<file path="src/rtl/dma2d_pkg.sv">
package dma2d_pkg;
  localparam int unsigned CNT_W  = 16;
  localparam int unsigned REM_W  = CNT_W + 1;

  typedef struct packed {
    logic             two_d;
    logic             auto_rld;
    logic             row_en;
    logic [1:0]       size;
    logic [CNT_W-1:0] xcnt;
    logic [CNT_W-1:0] ycnt;
    logic [CNT_W-1:0] xstep;
    logic [CNT_W-1:0] ystep;
  } chan_cfg_t;

  // zero encodes the full range
  function automatic logic [REM_W-1:0] expand_cnt(logic [CNT_W-1:0] c);
    return {(c == '0), c};
  endfunction

  function automatic logic [1:0] size_shift(logic [1:0] s);
    return (s == 2'd3) ? 2'd2 : s;
  endfunction
endpackage

</file>
<file path="src/rtl/dma2d_cfg_regs.sv">
module dma2d_cfg_regs
  import dma2d_pkg::*;
#(
  parameter int unsigned AW = 32
) (
  input  logic          clk_i,
  input  logic          rst_ni,
  input  logic          load_i,
  input  logic [AW-1:0] base_i,
  input  chan_cfg_t     cfg_i,
  output logic [AW-1:0] base_o,
  output chan_cfg_t     cfg_o
);
  always_ff @(posedge clk_i or negedge rst_ni) begin
    if (!rst_ni) begin
      base_o <= '0;
      cfg_o  <= '0;
    end else if (load_i) begin
      base_o <= base_i;
      cfg_o  <= cfg_i;
    end
  end
endmodule

</file>
<file path="src/rtl/dma2d_cnt.sv">
module dma2d_cnt #(
  parameter int unsigned W = 17
) (
  input  logic         clk_i,
  input  logic         rst_ni,
  input  logic         load_i,
  input  logic [W-1:0] load_val_i,
  input  logic         dec_i,
  output logic [W-1:0] cnt_o,
  output logic         last_o
);
  always_ff @(posedge clk_i or negedge rst_ni) begin
    if (!rst_ni)     cnt_o <= '0;
    else if (load_i) cnt_o <= load_val_i;
    else if (dec_i)  cnt_o <= cnt_o - W'(1);
  end

  assign last_o = (cnt_o == W'(1));
endmodule

</file>
<file path="src/rtl/dma2d_addr_step.sv">
module dma2d_addr_step #(
  parameter int unsigned AW = 32,
  parameter int unsigned SW = 16
) (
  input  logic          clk_i,
  input  logic          rst_ni,
  input  logic          load_i,
  input  logic [AW-1:0] load_val_i,
  input  logic          adv_i,
  input  logic [SW-1:0] step_i,
  input  logic [1:0]    shift_i,
  output logic [AW-1:0] addr_o
);
  localparam int unsigned EXT_W = AW - SW;

  logic [AW-1:0] step_ext;
  logic [AW-1:0] offset;

  assign step_ext = {{EXT_W{step_i[SW-1]}}, step_i};
  assign offset   = step_ext << shift_i;

  always_ff @(posedge clk_i or negedge rst_ni) begin
    if (!rst_ni)     addr_o <= '0;
    else if (load_i) addr_o <= load_val_i;
    else if (adv_i)  addr_o <= addr_o + offset;
  end
endmodule

</file>
<file path="src/rtl/dma2d_agen.sv">
module dma2d_agen
  import dma2d_pkg::*;
#(
  parameter int unsigned AW = 32
) (
  input  logic          clk_i,
  input  logic          rst_ni,
  input  logic          start_i,
  input  logic [AW-1:0] cfg_base_i,
  input  logic [15:0]   cfg_xcnt_i,
  input  logic [15:0]   cfg_xstep_i,
  input  logic [15:0]   cfg_ycnt_i,
  input  logic [15:0]   cfg_ystep_i,
  input  logic [1:0]    cfg_size_i,
  input  logic          cfg_two_d_i,
  input  logic          cfg_auto_i,
  input  logic          cfg_row_irq_i,
  output logic          addr_valid_o,
  input  logic          addr_ready_i,
  output logic [AW-1:0] addr_o,
  output logic          busy_o,
  output logic [16:0]   cur_xcnt_o,
  output logic [16:0]   cur_ycnt_o,
  output logic          row_irq_o,
  output logic          done_irq_o
);
  chan_cfg_t     cfg_in, cfg_q;
  logic [AW-1:0] base_q;
  logic          busy_q, row_q, done_q;
  logic          start_ok, fire, x_last, y_last, end_row, end_buf, rld;
  logic [REM_W-1:0] x_load_val, y_load_val, y_in_val, y_q_val;

  assign cfg_in = '{two_d: cfg_two_d_i, auto_rld: cfg_auto_i, row_en: cfg_row_irq_i,
                    size: cfg_size_i, xcnt: cfg_xcnt_i, ycnt: cfg_ycnt_i,
                    xstep: cfg_xstep_i, ystep: cfg_ystep_i};

  assign start_ok = start_i & ~busy_q;
  assign fire     = busy_q & addr_ready_i;
  assign end_row  = fire & x_last;
  assign end_buf  = end_row & y_last;
  assign rld      = end_buf & cfg_q.auto_rld;

  dma2d_cfg_regs #(.AW(AW)) i_cfg (
    .clk_i, .rst_ni, .load_i(start_ok), .base_i(cfg_base_i), .cfg_i(cfg_in),
    .base_o(base_q), .cfg_o(cfg_q)
  );

  assign y_in_val   = cfg_two_d_i ? expand_cnt(cfg_ycnt_i) : REM_W'(1);
  assign y_q_val    = cfg_q.two_d ? expand_cnt(cfg_q.ycnt) : REM_W'(1);
  assign x_load_val = start_ok ? expand_cnt(cfg_xcnt_i) : expand_cnt(cfg_q.xcnt);
  assign y_load_val = start_ok ? y_in_val : y_q_val;

  dma2d_cnt #(.W(REM_W)) i_xcnt (
    .clk_i, .rst_ni, .load_i(start_ok | end_row), .load_val_i(x_load_val),
    .dec_i(fire), .cnt_o(cur_xcnt_o), .last_o(x_last)
  );

  dma2d_cnt #(.W(REM_W)) i_ycnt (
    .clk_i, .rst_ni, .load_i(start_ok | rld), .load_val_i(y_load_val),
    .dec_i(end_row & ~y_last), .cnt_o(cur_ycnt_o), .last_o(y_last)
  );

  dma2d_addr_step #(.AW(AW), .SW(CNT_W)) i_addr (
    .clk_i, .rst_ni,
    .load_i(start_ok | rld),
    .load_val_i(start_ok ? cfg_base_i : base_q),
    .adv_i(fire & ~end_buf),
    .step_i(x_last ? cfg_q.ystep : cfg_q.xstep),
    .shift_i(size_shift(cfg_q.size)),
    .addr_o(addr_o)
  );

  always_ff @(posedge clk_i or negedge rst_ni) begin
    if (!rst_ni) begin
      busy_q <= 1'b0;
      row_q  <= 1'b0;
      done_q <= 1'b0;
    end else begin
      if (start_ok)                            busy_q <= 1'b1;
      else if (end_buf && !cfg_q.auto_rld)     busy_q <= 1'b0;
      row_q  <= end_row & ~y_last & cfg_q.row_en;
      done_q <= end_buf;
    end
  end

  assign busy_o       = busy_q;
  assign addr_valid_o = busy_q;
  assign row_irq_o    = row_q;
  assign done_irq_o   = done_q;

  assert_hold_R3: assert property (@(posedge clk_i) disable iff (!rst_ni)
    (addr_valid_o && !addr_ready_i) |=> (addr_valid_o && $stable(addr_o)));

  assert_no_zero_count_R6: assert property (@(posedge clk_i) disable iff (!rst_ni)
    busy_o |-> (cur_xcnt_o != '0 && cur_ycnt_o != '0));

  assert_one_row_R7: assert property (@(posedge clk_i) disable iff (!rst_ni)
    (busy_o && !cfg_q.two_d) |-> (cur_ycnt_o == REM_W'(1)));

  assert_linear_stop_R8: assert property (@(posedge clk_i) disable iff (!rst_ni)
    (done_irq_o && !cfg_q.auto_rld) |-> !busy_o);

  assert_auto_runs_R9: assert property (@(posedge clk_i) disable iff (!rst_ni)
    (done_irq_o && cfg_q.auto_rld) |-> (busy_o && addr_o == base_q));

  assert_irq_excl_R10: assert property (@(posedge clk_i) disable iff (!rst_ni)
    !(row_irq_o && done_irq_o));

  assert_row_enable_R10: assert property (@(posedge clk_i) disable iff (!rst_ni)
    row_irq_o |-> cfg_q.row_en);

  assert_start_ignored_R12: assert property (@(posedge clk_i) disable iff (!rst_ni)
    (busy_o && start_i && !addr_ready_i) |=> $stable(addr_o));
endmodule

</file>
<file path="config.mk">
export PLATFORM = sky130hd
export DESIGN_NAME = dma2d_agen
export DESIGN_NICKNAME = d
export VERILOG_FILES = /design/src/rtl/dma2d_pkg.sv /design/src/rtl/dma2d_cfg_regs.sv /design/src/rtl/dma2d_cnt.sv /design/src/rtl/dma2d_addr_step.sv /design/src/rtl/dma2d_agen.sv
export SDC_FILE = /design/constraint.sdc
export NUM_CORES = 1
export LEC_CHECK = 0
export CAP_MARGIN = 20
export CORE_ASPECT_RATIO = 0.6
export CORE_MARGIN = 4
export CORE_UTILIZATION = 55
export DETAILED_ROUTE_END_ITERATION = 16
export HOLD_SLACK_MARGIN = 0.03
export PLACE_DENSITY_LB_ADDON = 0.3
export SKIP_CTS_REPAIR_TIMING = 1
export SYNTH_ARGS = -nofsm -noshare
export SYNTH_HDL_FRONTEND = slang
export SYNTH_HIERARCHICAL = 1
export SYNTH_SLANG_ARGS = --single-unit
</file>
<file path="constraint.sdc">
create_clock -name clk_i -period 6.25 [get_ports clk_i]
set_clock_uncertainty 0.15 [all_clocks]
set_input_delay 0.9375 -clock clk_i [delete_from_list [all_inputs] [get_ports clk_i]]
set_output_delay 0.9375 -clock clk_i [all_outputs]
set_load 0.02 [all_outputs]
</file>
# After elaboration in Yosys (flattened, before gate mapping)
# Index checks and enable logic that the tools add are counted.
[totals]
elab_cells = 60
input_bits = 105
out_inout_bits = 70
ff_bits = 170
[op_classes]
reduce_logical = 10
mux = 15
n_eq_ne = 3
bitwise = 13
add_sub_neg = 3
shifts = 1
[ops]
columns = ["cell", "n"]
rows = [
  ["17-bit 2-to-1 mux", 8],
  ["32-bit 2-to-1 mux", 3],
  ["16-bit zero test", 4],
  ["17-bit by 1-bit equality test with 1-bit output, second input constant", 2],
  ["17-bit by 1-bit subtractor with 17-bit output, second input constant", 2],
  ["32-bit adder", 1],
  ["32-bit by 2-bit left shift with 32-bit output", 1],
  ["16-bit 2-to-1 mux", 1],
  ["1-bit AND", 8],
  ["2-bit nonzero test", 4],
  ["1-bit inverter", 3],
  ["2-bit equality test, second input constant", 1],
  ["1-bit 2-to-1 mux", 2],
  ["2-bit 2-to-1 mux", 1],
  ["1-bit OR", 2],
  ["1-bit logical AND", 1],
  ["1-bit zero test", 1],
]

# Logic depth before layout (Yosys ltp)
[depth]
ltp_word = 7
ltp_mapped = 20
ltp_nobuf = 18

# Cells and area by module
# The synthesis kept the hierarchy.
[by_module_without_submodules]
columns = ["module", "area_each_um2", "instances", "seq_area_each_um2", "cells_each"]
rows = [
  ["dma2d_cfg_regs", 4199.0, 1, 2527.4, 213],
  ["dma2d_addr_step", 3524.6, 1, 800.8, 399],
  ["dma2d_cnt", 958.4, 2, 425.4, 106],
  ["dma2d_agen", 1310.0, 1, 75.1, 241],
]

# Least setup slack after synthesis
# Ideal clock, no wire load.
[synth_timing]
kind = "register to register"
startpoint = "register i_xcnt.cnt_o[3]"
endpoint = "register i_addr.addr_o[25]"
t_arrival_ns = 4.630
period_less_slack_ns = 4.927
n_path_buf = 4
setup_time_ns = 0.147
setup_slack_ns = 1.323
required_ns = 5.953
stages_incl_launch_ff = 19
cell_sequence = "dfrtp_1 -> clkbuf_1 -> or4b_2 -> nor4_1 -> buf_2 -> buf_2 -> mux2_2 -> mux4_2 -> ha_1 -> buf_6 -> a21o_1 -> nand2b_4 -> a21oi_4 -> a31oi_4 -> o21ai_4 -> a2111oi_4 -> or4b_1 -> nand2_1 -> a221oi_1"
[synth_between]
elab_chain_len = 6
word_cells_on_any_way = 13
classes_between = "1 x add/sub; 1 x eq/ne; 1 x shift; 3 x mux; 6 x bitwise; 1 x reduce/logical"
[synth_lines]
columns = ["item", "line_no", "text"]
rows = [
  ["start, declared", "dma2d_cnt.sv:9", "output logic [W-1:0] cnt_o,"],
  ["start signal, assigned", "dma2d_cnt.sv:14", "else if (load_i) cnt_o <= load_val_i;"],
  ["start signal, assigned", "dma2d_cnt.sv:15", "else if (dec_i) cnt_o <= cnt_o - W'(1);"],
  ["17-bit by 1-bit equality test with 1-bit output (*)", "dma2d_cnt.sv:18", "assign last_o = (cnt_o == W'(1));"],
  ["net x_last", "dma2d_agen.sv:30", "logic start_ok, fire, x_last, y_last, end_row, end_buf, rld;"],
  ["16-bit 2-to-1 mux / 1-bit AND (equally long branches)", "dma2d_agen.sv:68, dma2d_agen.sv:39", ""],
  ["32-bit by 2-bit left shift with 32-bit output / 1-bit AND (equally long branches)", "dma2d_addr_step.sv:20, dma2d_agen.sv:40", ""],
  ["32-bit adder (tied with other cells)", "dma2d_addr_step.sv:25", "else if (adv_i) addr_o <= addr_o + offset;"],
  ["32-bit 2-to-1 mux (tied with other cells)", "dma2d_addr_step.sv:25", ""],
  ["32-bit 2-to-1 mux / 2-bit nonzero test (equally long branches)", "--", ""],
  ["end signal, assigned", "dma2d_addr_step.sv:24", "else if (load_i) addr_o <= load_val_i;"],
  ["end signal, assigned", "dma2d_addr_step.sv:25", ""],
  ["end, declared", "dma2d_addr_step.sv:12", "output logic [AW-1:0] addr_o"],
]
# Mark *: on every way through the listed nets, which the timed path passes. The rest lies on a longest branch. The select of a mux whose other input is x is not followed.
# A chain may end at the register's enable or synchronous reset.

# Worst setup path in the final report
[layout_timing]
startpoint = "register i_xcnt.cnt_o[1]"
endpoint = "register i_addr.addr_o[30]"
# Same word-level chain as after synthesis.

==> run summary <==
max frequency -> 0.190 GHz
fillers -> 1,525
die height -> 117 µm
Num CTS Buffers -> 17
die area -> 22,300 µm²
number of global-route vias before repair -> 8,107
antenna violations before repair -> 0
die width -> 190 µm
TritonCTS Sinks -> 170
critical path startpoint category -> flop
gr ovfl total -> 0
post-synthesis cell type count -> 73
Post-route DRC -> 0
global-route wire length before repair -> 46,400 µm
Final Wtd Congestion -> 0.965
crit path to -> i_addr/addr_o[30]
synthesis-stage register bit count -> 170
Static Leak -> 5.67 nW
crit path launch -> i_xcnt/cnt_o[1]
DR vias -> 8,601
Final Total Pwr -> 7.06 mW
post-DP HPWL -> 21,300 µm
setup slack at placement -> 1.08 ns
final slew viol count -> 0
layout cells sized above 1 -> 16.1%
port bufs -> 174
core area -> 19,300 µm²
endpoint class of the critical path -> flop
setup TNS -> 0 ns
Synth Flop Type -> dfrtp_1
area occupied by multi-input gates -> 6190 µm²
Data required, critical path -> 6.41 ns
largest net degree at the start of global routing -> 83
Max Cap Violations -> 0
final setup fails -> 0
row count -> 39
FF+latch area -> 4250 µm²
minimum clock period -> 5.28 ns
CP arrival -> 5.44 ns
top cells by area, synth -> dfrtp_1, mux2_4, nand2_1, ha_1, mux2_2
Final period util -> 84.4%
register area share after synthesis -> 38.8%
1st-iter DRT viols -> 733
Post-synth ARST share -> 100%
Worst Reg-to-Reg Cells -> 17
final-report hold violation count -> 0
Post-synth EDFFs -> 0
Boundary Pins -> 175
status -> complete, no violations
nets -> 1,346
final WL -> 29,200 µm
clk root buf -> clkbuf_16
pwr/cell area -> 534 nW/µm²
Crit Reg-Reg Startpoint -> i_xcnt/cnt_o[1]
Ys Warns -> 6
Area Growth Syn to Fin -> 20.7%
Syn Std Cell Area -> 11,000 µm²
CP Max Fanout -> 20
H-tree levels -> 4
diode count -> 0
Skew-Pair Late Insertion Delay -> 0.44 ns
total global routing track utilization -> 26.8%
syn_nets -> 1,206
post-synth top area cell -> dfrtp_1
setup slack, reg-to-reg -> 0.97 ns
First-pass DRT Iterations -> 5
slew margin rel. -> 43.1%
unrepaired setup endpoints after global routing -> no
FF-to-FF End -> i_addr/addr_o[30]
commonest non-fill, non-tap cell in the layout -> nand2_1
IR drop worst, VDD -> 0.307 mV
measured slew at the worst slew-check pin -> 0.851 ns
WS Path Type -> reg -> reg
Clk pin slew, worst setup/hold paths -> 0.07 ns
Mapped Cells -> 1,065
clk buf depth -> 2
Routed Antenna Nets -> 0
CTS tree -> yes
WL per Instance -> 19.7 µm
starting density of the core -> 56.8%
final setup margin -> 0.973 ns
most frequent cells in the layout -> nand2_1, clkdlybuf4s50_1, dfrtp_1, mux2_4, o21ai_0
vias per cell -> 5.80
Avg Inst Size Synth -> 10.3 µm²
Hold WC Path Type -> in -> async
Synth top area share -> 38.8%
report_power, final:
group          leakage [nW]  internal, mW  switching (mW)
clock network         0.258         0.545           0.440
registers              2.03          1.56           0.474
logic                  3.38          1.88            2.16
cell families after synthesis:
kind of cell               synth area share, %
DFF                                       38.8
and+or+nand+nor                           16.4
AOI/OAI and AO/OA                         12.5
muxes                                     19.2
adders and majority gates                 4.18
buffers and inverters                     4.75
xor gates and xnor gates                  4.16
worst min-delay path by stage:
stage                         start  slack [ns]  depth (start not counted)               end
CTS                 i_cfg/cfg_o[66]        0.33                          1         row_irq_o
global route        i_cfg/cfg_o[66]        0.34                          1         row_irq_o
detailed placement  i_cfg/cfg_o[66]        0.32                          1         row_irq_o
global placement    i_cfg/cfg_o[66]        0.31                          1         row_irq_o
floorplan           i_cfg/cfg_o[66]        0.30                          1         row_irq_o
finish                       rst_ni        0.32                          1  i_ycnt/cnt_o[12]
Yosys cell counts (4+ instances only):
library cell,number
a211oi_1,8
a21o_1,15
a21oi_1,39
a22o_1,16
a22oi_1,8
a31oi_1,8
buf_12,9
buf_2,8
buf_4,4
buf_6,6
clkbuf_1,30
dfrtp_1,170
ha_1,35
inv_1,20
mux2_2,29
mux2_4,90
mux2i_1,20
mux4_2,10
nand2_1,223
nand2b_1,6
nand3_1,11
nand3b_1,5
nand4_1,13
nor2_1,31
nor2b_1,13
nor3_1,13
nor4_1,20
o21ai_0,57
o21ai_1,13
o21bai_1,7
o31ai_1,5
or3_1,6
or4_1,7
xnor2_1,26
xor2_1,26
worst max-delay path, stage by stage (launching register included):
cell and delay (ns):
dfrtp_1 0.40, inv_1 0.09, ha_1 0.13, or4b_2 0.60, nor4_2 0.22, buf_4 0.33, mux2_2 0.56, mux4_2 0.54
ha_1 0.38, a21o_1 0.22, a21o_1 0.17, a21oi_1 0.19, o2bb2ai_1 0.12, nor2_1 0.27, o21ai_1 0.19, a311oi_1 0.34
xor2_1 0.18, o21ai_1 0.07
layout make-up:
| type | count | area share, % |
|---|---|---|
| Timing Repair Buffer | 181 | 13.8 |
| Multi-Input combinational cell | 814 | 46.8 |
| Sequential cell | 170 | 32.2 |
| Clock buffer | 24 | 3.72 |
| Tap cell | 266 | 2.52 |
| Inverter | 21 | 0.634 |
| Clock inverter | 7 | 0.322 |
per-stage QoR:
stage | hold slack, ns | cells | area, µm² | util [%]
after floorplan | 0.299 | 1065 | 11000 | -
after global placement | 0.310 | 1452 | 12700 | 65.8
after detailed placement | 0.315 | 1452 | 12700 | 65.8
after CTS | 0.330 | 1483 | 13200 | 68.6
after global routing | 0.344 | 1483 | 13200 | 68.6
final | 0.319 | 1483 | 13200 | 68.6
flip-flops by register name (all words and copies together) (netlist names):
name,count
i_ycnt/cnt_o,17
i_cfg/cfg_o,69
row_irq_o,1
done_irq_o,1
i_addr/addr_o,32
i_xcnt/cnt_o,17
i_cfg/base_o,32
addr_valid_o,1
metal layers:
| layer | vias to the layer above | share of wire [%] | GRT usage, % |
|---|---|---|---|
| li1 | 4076 | - | - |
| met1 | 4171 | 52 | 44.5 |
| met2 | 332 | 38 | 33.8 |
| met3 | 22 | 9.5 | 8.09 |
| met4 | 0 | 0.81 | 4.78 |
| met5 | - | 0 | 0 |
(Power assumes the default switching activity.)
